===== src/rtl/loader_pkg.sv =====
package loader_pkg;
    localparam int unsigned LD_ADDR_W = 32;
    localparam int unsigned LD_WORD_W = 32;

    typedef enum logic [2:0] {
        ST_IDLE,
        ST_ENTRY,
        ST_SIZE,
        ST_SRC,
        ST_DST,
        ST_CPRD,
        ST_CPWR,
        ST_FIN
    } ld_state_e;
endpackage


===== src/rtl/loader_sizer.sv =====
module loader_sizer #(
    parameter int unsigned DW    = 32,
    parameter int unsigned BYTES = DW / 8,
    localparam int unsigned BW   = $clog2(BYTES),
    localparam int unsigned CW   = DW - BW + 1
) (
    input  logic [DW-1:0] size_bytes,
    output logic [CW-1:0] size_words,
    output logic          size_zero
);
    always_comb begin
        size_words = {1'b0, size_bytes[DW-1:BW]} + CW'(|size_bytes[BW-1:0]);
        size_zero  = (size_bytes == '0);
    end
endmodule


===== src/rtl/loader_mem_if.sv =====
module loader_mem_if #(
    parameter int unsigned AW = 32,
    parameter int unsigned DW = 32
) (
    input  logic          clk,
    input  logic          rst_n,
    input  logic          cmd_valid,
    input  logic          cmd_we,
    input  logic [AW-1:0] cmd_addr,
    input  logic [DW-1:0] cmd_wdata,
    output logic          cmd_done,
    output logic [DW-1:0] cmd_rdata,
    output logic          mem_req,
    output logic          mem_we,
    output logic [AW-1:0] mem_addr,
    output logic [DW-1:0] mem_wdata,
    input  logic          mem_gnt,
    input  logic          mem_rvalid,
    input  logic [DW-1:0] mem_rdata
);
    logic wait_d, wait_q;

    always_comb begin
        wait_d    = wait_q;
        mem_req   = cmd_valid && !wait_q;
        mem_we    = cmd_we;
        mem_addr  = cmd_addr;
        mem_wdata = cmd_wdata;
        cmd_rdata = mem_rdata;
        cmd_done  = 1'b0;
        if (wait_q) begin
            if (mem_rvalid) begin
                cmd_done = 1'b1;
                wait_d   = 1'b0;
            end
        end else if (mem_req && mem_gnt) begin
            if (cmd_we) cmd_done = 1'b1;
            else        wait_d   = 1'b1;
        end
    end

    always_ff @(posedge clk or negedge rst_n) begin
        if (!rst_n) wait_q <= 1'b0;
        else        wait_q <= wait_d;
    end

    p_one_in_flight_r8: assert property (@(posedge clk) disable iff (!rst_n)
        (mem_req && mem_gnt && !mem_we) |=> !mem_req);

    p_req_held_r8: assert property (@(posedge clk) disable iff (!rst_n)
        (mem_req && !mem_gnt) |=> (mem_req && $stable(mem_addr) &&
                                   $stable(mem_we) && $stable(mem_wdata)));
endmodule


===== src/rtl/section_loader.sv =====
module section_loader
    import loader_pkg::*;
#(
    parameter int unsigned AW = LD_ADDR_W,
    parameter int unsigned DW = LD_WORD_W
) (
    input  logic          clk,
    input  logic          rst_n,
    input  logic          start,
    input  logic [AW-1:0] tbl_base,
    output logic          mem_req,
    output logic          mem_we,
    output logic [AW-1:0] mem_addr,
    output logic [DW-1:0] mem_wdata,
    input  logic          mem_gnt,
    input  logic          mem_rvalid,
    input  logic [DW-1:0] mem_rdata,
    output logic          done,
    output logic [AW-1:0] jump_addr,
    output logic          busy
);
    localparam int unsigned BYTES = DW / 8;
    localparam int unsigned BW    = $clog2(BYTES);
    localparam int unsigned CW    = DW - BW + 1;
    localparam logic [AW-1:0] STEP = AW'(BYTES);

    typedef struct packed {
        ld_state_e     state;
        logic [AW-1:0] ptr;
        logic [AW-1:0] entry;
        logic [AW-1:0] src;
        logic [AW-1:0] dst;
        logic [CW-1:0] remain;
        logic [DW-1:0] data;
    } regs_t;

    regs_t r_d, r_q;

    logic          cmd_valid, cmd_we, cmd_done;
    logic [AW-1:0] cmd_addr;
    logic [DW-1:0] cmd_rdata;
    logic [CW-1:0] rec_words;
    logic          rec_zero;

    loader_mem_if #(.AW(AW), .DW(DW)) mem_i (
        .clk(clk), .rst_n(rst_n),
        .cmd_valid(cmd_valid), .cmd_we(cmd_we), .cmd_addr(cmd_addr),
        .cmd_wdata(r_q.data), .cmd_done(cmd_done), .cmd_rdata(cmd_rdata),
        .mem_req(mem_req), .mem_we(mem_we), .mem_addr(mem_addr),
        .mem_wdata(mem_wdata), .mem_gnt(mem_gnt), .mem_rvalid(mem_rvalid),
        .mem_rdata(mem_rdata)
    );

    loader_sizer #(.DW(DW), .BYTES(BYTES)) size_i (
        .size_bytes(cmd_rdata), .size_words(rec_words), .size_zero(rec_zero)
    );

    always_comb begin
        r_d       = r_q;
        cmd_valid = 1'b0;
        cmd_we    = 1'b0;
        cmd_addr  = r_q.ptr;
        unique case (r_q.state)
            ST_IDLE: begin
                if (start) begin
                    r_d.ptr   = tbl_base;
                    r_d.state = ST_ENTRY;
                end
            end
            ST_ENTRY: begin
                cmd_valid = 1'b1;
                if (cmd_done) begin
                    r_d.entry = cmd_rdata;
                    r_d.ptr   = r_q.ptr + STEP;
                    r_d.state = ST_SIZE;
                end
            end
            ST_SIZE: begin
                cmd_valid = 1'b1;
                if (cmd_done) begin
                    if (rec_zero) begin
                        r_d.state = ST_FIN;
                    end else begin
                        r_d.remain = rec_words;
                        r_d.ptr    = r_q.ptr + STEP;
                        r_d.state  = ST_SRC;
                    end
                end
            end
            ST_SRC: begin
                cmd_valid = 1'b1;
                if (cmd_done) begin
                    r_d.src   = cmd_rdata;
                    r_d.ptr   = r_q.ptr + STEP;
                    r_d.state = ST_DST;
                end
            end
            ST_DST: begin
                cmd_valid = 1'b1;
                if (cmd_done) begin
                    r_d.dst   = cmd_rdata;
                    r_d.ptr   = r_q.ptr + STEP;
                    r_d.state = ST_CPRD;
                end
            end
            ST_CPRD: begin
                cmd_valid = 1'b1;
                cmd_addr  = r_q.src;
                if (cmd_done) begin
                    r_d.data  = cmd_rdata;
                    r_d.state = ST_CPWR;
                end
            end
            ST_CPWR: begin
                cmd_valid = 1'b1;
                cmd_we    = 1'b1;
                cmd_addr  = r_q.dst;
                if (cmd_done) begin
                    r_d.src    = r_q.src + STEP;
                    r_d.dst    = r_q.dst + STEP;
                    r_d.remain = r_q.remain - CW'(1);
                    r_d.state  = (r_q.remain == CW'(1)) ? ST_SIZE : ST_CPRD;
                end
            end
            ST_FIN: begin
                r_d.state = ST_IDLE;
            end
            default: r_d.state = ST_IDLE;
        endcase
    end

    always_ff @(posedge clk or negedge rst_n) begin
        if (!rst_n) begin
            r_q       <= '0;
            r_q.state <= ST_IDLE;
        end else begin
            r_q <= r_d;
        end
    end

    assign done      = (r_q.state == ST_FIN);
    assign busy      = (r_q.state != ST_IDLE);
    assign jump_addr = r_q.entry;

    p_done_single_r6: assert property (@(posedge clk) disable iff (!rst_n)
        done |=> !done);

    p_jump_held_r6: assert property (@(posedge clk) disable iff (!rst_n)
        done |=> $stable(jump_addr));

    p_busy_end_r9: assert property (@(posedge clk) disable iff (!rst_n)
        $fell(busy) |-> $past(done));

    p_busy_kept_r7: assert property (@(posedge clk) disable iff (!rst_n)
        (busy && !done) |=> busy);
endmodule


===== config.mk =====
export PLATFORM = sky130hd
export DESIGN_NAME = section_loader
export DESIGN_NICKNAME = d
export VERILOG_FILES = /design/src/rtl/loader_pkg.sv /design/src/rtl/loader_sizer.sv /design/src/rtl/loader_mem_if.sv /design/src/rtl/section_loader.sv
export SDC_FILE = /design/constraint.sdc
export NUM_CORES = 1
export LEC_CHECK = 0
export ABC_AREA = 1
export BUFFER_PORTS_ARGS = -buffer_cell sky130_fd_sc_hd__buf_2
export CAP_MARGIN = 0
export CORE_ASPECT_RATIO = 2
export CORE_MARGIN = 2
export CORE_UTILIZATION = 58
export CTS_CLUSTER_DIAMETER = 150
export DETAILED_ROUTE_END_ITERATION = 12
export PLACE_DENSITY = 0.8
export SYNTH_ARGS = -nofsm -noshare
export SYNTH_HDL_FRONTEND = slang
export SYNTH_SLANG_ARGS = --single-unit

===== constraint.sdc =====
create_clock -name clk -period 4.5 [get_ports clk]
set_input_delay 1.35 -clock clk [delete_from_list [all_inputs] [get_ports clk]]
set_output_delay 1.35 -clock clk [all_outputs]
set_load 0.005 [all_outputs]

==> results.py <==
metrics = {
    "yosys": {
        "synth_edf_count": 0,
        "yosysUniqueCellTypes": 49,
        "synthCells": 2215,
        "avgSynthCellArea_um2": 6.33,
        "ys_warn_count": 0,
        "synthArstFlopShare_pct": 100,
        "yosysSeqAreaShare_pct": 34.8,
        "synth_nets": 2291,
        "ys_ff_latch": 195,
        "syn_area_mm2": 0.0140,
        "ys.flop_type": "dfrtp_1",
    },
    "timing": {
        "relSlewSlack_pct": 35.9,
        "fin_skew_ns": 0.00998,
        "clock.fmax_mhz": 230,
        "setup_viol": 0,
        "rsz0062_at_grt": "false",
        "drv_slew": 0,
        "finalCritPeriodShare_pct": 96.6,
        "fin_tns_setup_ns": 0,
        "finalCriticalPeriod_ns": 4.35,
        "hold_viol": 0,
        "worstMarginPinSlew_ns": 0.954,
    },
    "worst_setup_path": {
        "cpLargestDelayFamily": "buffers and inverters",
        "worst_setup_path_start_kind": "flip-flop",
        "crit_type": "reg -> out",
        "cp_max_fo": 26,
        "cp_cell_sequence": "inv_2 -> nand2_1 -> nor2_1 -> inv_2 -> nand2_2 -> inv_4 -> nand2_1 -> o221ai_1 -> buf_2",
        "cp_data_arrival_time_ns": 3.00,
        "slowest_stage": "dfrtp_1",
        "required_ns": 3.15,
        "end_kind": "primary output",
        "critPathMaxStageDelay_ns": 0.61,
        "path_buf_inv": 4,
    },
    "layout": {
        "finalNonFillerCells": 2581,
        "fin_nets": 2357,
        "fin_util_pct": 63.4,
        "drive_gt1_share_pct": 11.1,
        "final_area_mm2": 0.0151,
        "areaGrowthSynthToFinish_pct": 7.73,
        "antennaDiodeCount": 0,
    },
    "global_route": {
        "overflow": 0,
        "grt_antenna_before_repair": 0,
        "grt_pass1_vias": 14600,
        "grt_max_degree": 86,
        "grt_pass1_wl_um": 81000,
        "track_usage_pct": 42.8,
    },
    "floorplanning": {
        "die_area_mm2": 0.0255,
        "die_h_um": 224,
        "io_pins": 169,
        "num_rows": 80,
        "coreArea_mm2": 0.0238,
        "die_w_um": 114,
        "start_util_pct": 58.9,
    },
    "clock_tree": {
        "cts_tree": "done",
        "postCtsSetupRepairBufs": 0,
        "clock_insertion_delay_worst_skew_ns": 0.47,
        "root_buffer": "clkbuf_16",
        "ctsLongestPathBuffers": 2,
        "cts_made_buffers": 17,
        "cts_hold_buf": 0,
        "ctsHtreeMaxLevel": 4,
        "clock-sinks": 195,
        "clk_pin_slew_worst_paths_ns": 0.08,
    },
    "detailed_routing": {
        "drc_errors": 0,
        "dr.pass1.iters": 7,
        "wl_per_cell_um": 21.1,
        "post_drt_via_cell_ratio": 5.89,
        "routed_wl_um": 54500,
        "vias": 15200,
        "drtIter0Drc": 1540,
        "postRouteAntennaNets": 0,
    },
    "pwr": {
        "powerDensity_mw_per_mm2": 636,
        "ir_drop_mv": 0.724,
        "p_leak_nw": 7.71,
    },
    "placed_design": {
        "place_area_mm2": 0.0145,
        "place_hpwl_um": 42600,
        "gp_congestion": 1.13,
        "dp.cells": 2549,
        "io_buffers": 168,
    },
    "run": {
        "maxCapViolCount": 0,
    },
    "hold_path": {
        "hp-class": "reg -> reg",
    },
    "outcome": {
        "status": "finished, final reports clean",
    },
}
==> power breakdown <==
group	switching (mW)	internal, mW	total (mW)
registers	0.906	2.56	3.47
clock network	0.803	0.767	1.57
logic	3.03	1.55	4.58
total	4.74	4.87	9.61
==> placed cells by master, fill, tap and decap left out, types with 3 or more instances in the layout <==
master,n
inv_1,188
nor3_1,18
clkbuf_16,17
a22oi_1,3
inv_8,3
nor2_1,293
ha_1,7
nand3_1,120
nand4_1,19
a21boi_0,16
o21ai_0,144
inv_2,9
o21ai_1,19
a221o_1,7
clkbuf_8,3
mux2_2,7
nand3b_1,3
buf_4,15
o21bai_1,4
nand2_1,889
buf_2,167
o21ai_2,3
xnor2_1,10
inv_6,7
o31ai_1,3
xor2_1,37
dfrtp_1,195
o211ai_1,4
o221ai_1,21
a21oi_1,27
nand2_2,5
==> timing repair <==
item | CTS | global route
endpoints found under the setup margin | 0 | 1
resized for setup | 0 | 2
endpoints found under the hold margin | 0 | 0
==> per-layer routing <==
layer	wire (um)	track usage, %	up-vias
met5	0	0	-
met4	6810	44.4	0
met3	3370	6.85	319
met2	27500	74.9	886
met1	16800	40.0	6949
li1	-	-	7055
==> synth_stat cells (10+ instances only) <==
cell / instances / area, um2
o221ai_1: 21 / 184
a21oi_1: 27 / 135
buf_4: 70 / 526
a21boi_0: 16 / 120
nand2_1: 889 / 3340
nand3_1: 120 / 601
o21ai_1: 19 / 95.1
xor2_1: 37 / 324
o21ai_0: 144 / 721
clkbuf_1: 20 / 75.1
buf_2: 37 / 185
inv_1: 188 / 706
dfrtp_1: 195 / 4880
nor2_1: 293 / 1100
nor3_1: 18 / 90.1
inv_2: 10 / 37.5
nand4_1: 19 / 119
xnor2_1: 10 / 87.6
==> state kept, by name (all words and copies together), names as in the netlist <==
| signal | flops |
|---|---|
| r_q | 162 |
| jump_addr | 32 |
| mem_i.wait_q | 1 |
==> kinds of logic after synthesis <==
family | Yosys count | share of synthesized area (%)
XOR/XNOR | 47 | 2.94
adder cells (fa/ha/maj) | 7 | 0.625
flip-flops | 195 | 34.8
multiplexers | 8 | 0.634
AO/OA/AOI/OAI | 262 | 11.0
buffers and inverters | 337 | 11.5
AND/OR/NAND/NOR | 1359 | 38.6
==> worst reg2reg max path, stage by stage, from the launching register on <==
cell	delay, ns
dfrtp_1	0.56
nand3_4	0.48
buf_4	0.80
nand2_1	0.23
nand2_4	0.39
inv_2	0.31
nand2_1	0.18
nand2_1	0.05
o21ai_0	0.07
inv_1	0.05
==> layout make-up <==
class,count,area [um2]
multi-input combinational,1683,7540
timing repair buffer,184,982
inverter,200,761
tap,287,359
fill,2327,8720
clock inverter,13,128
clock buffer,19,453
sequential,195,4880
==> stage by stage <==
stage / setup WS, ns / hold slack, ns / power [mW]
4_1_cts: 0.212 / 0.485 / 9.48
2_1_floorplan: 1.64 / 0.450 / 6.54
6_report: 0.152 / 0.481 / 9.61
3_5_place_dp: 0.764 / 0.467 / 7.91
5_1_grt: 0.123 / 0.508 / 10.2
3_3_place_gp: 0.876 / 0.457 / 7.79
==> worst paths after layout <==
check / start / endpoint / slack (ns) / cells past startpoint
max: r_q[192]$_DFFE_PN0P_ / mem_addr[2] / 0.15 / 9
min: jump_addr[10]$_DFFE_PN0P_ / jump_addr[10]$_DFFE_PN0P_ / 0.48 / 2
max reg2reg: r_q[193]$_DFFE_PN0P_ / r_q[118]$_DFFE_PN0P_ / 1.28 / 9
min reg2reg: jump_addr[10]$_DFFE_PN0P_ / jump_addr[10]$_DFFE_PN0P_ / 0.48 / 2
max in group asynchronous: rst_n / r_q[174]$_DFFE_PN0P_ / 2.75 / 2
min in group asynchronous: rst_n / jump_addr[5]$_DFFE_PN0P_ / 0.82 / 1
(Power assumes the default switching activity.)
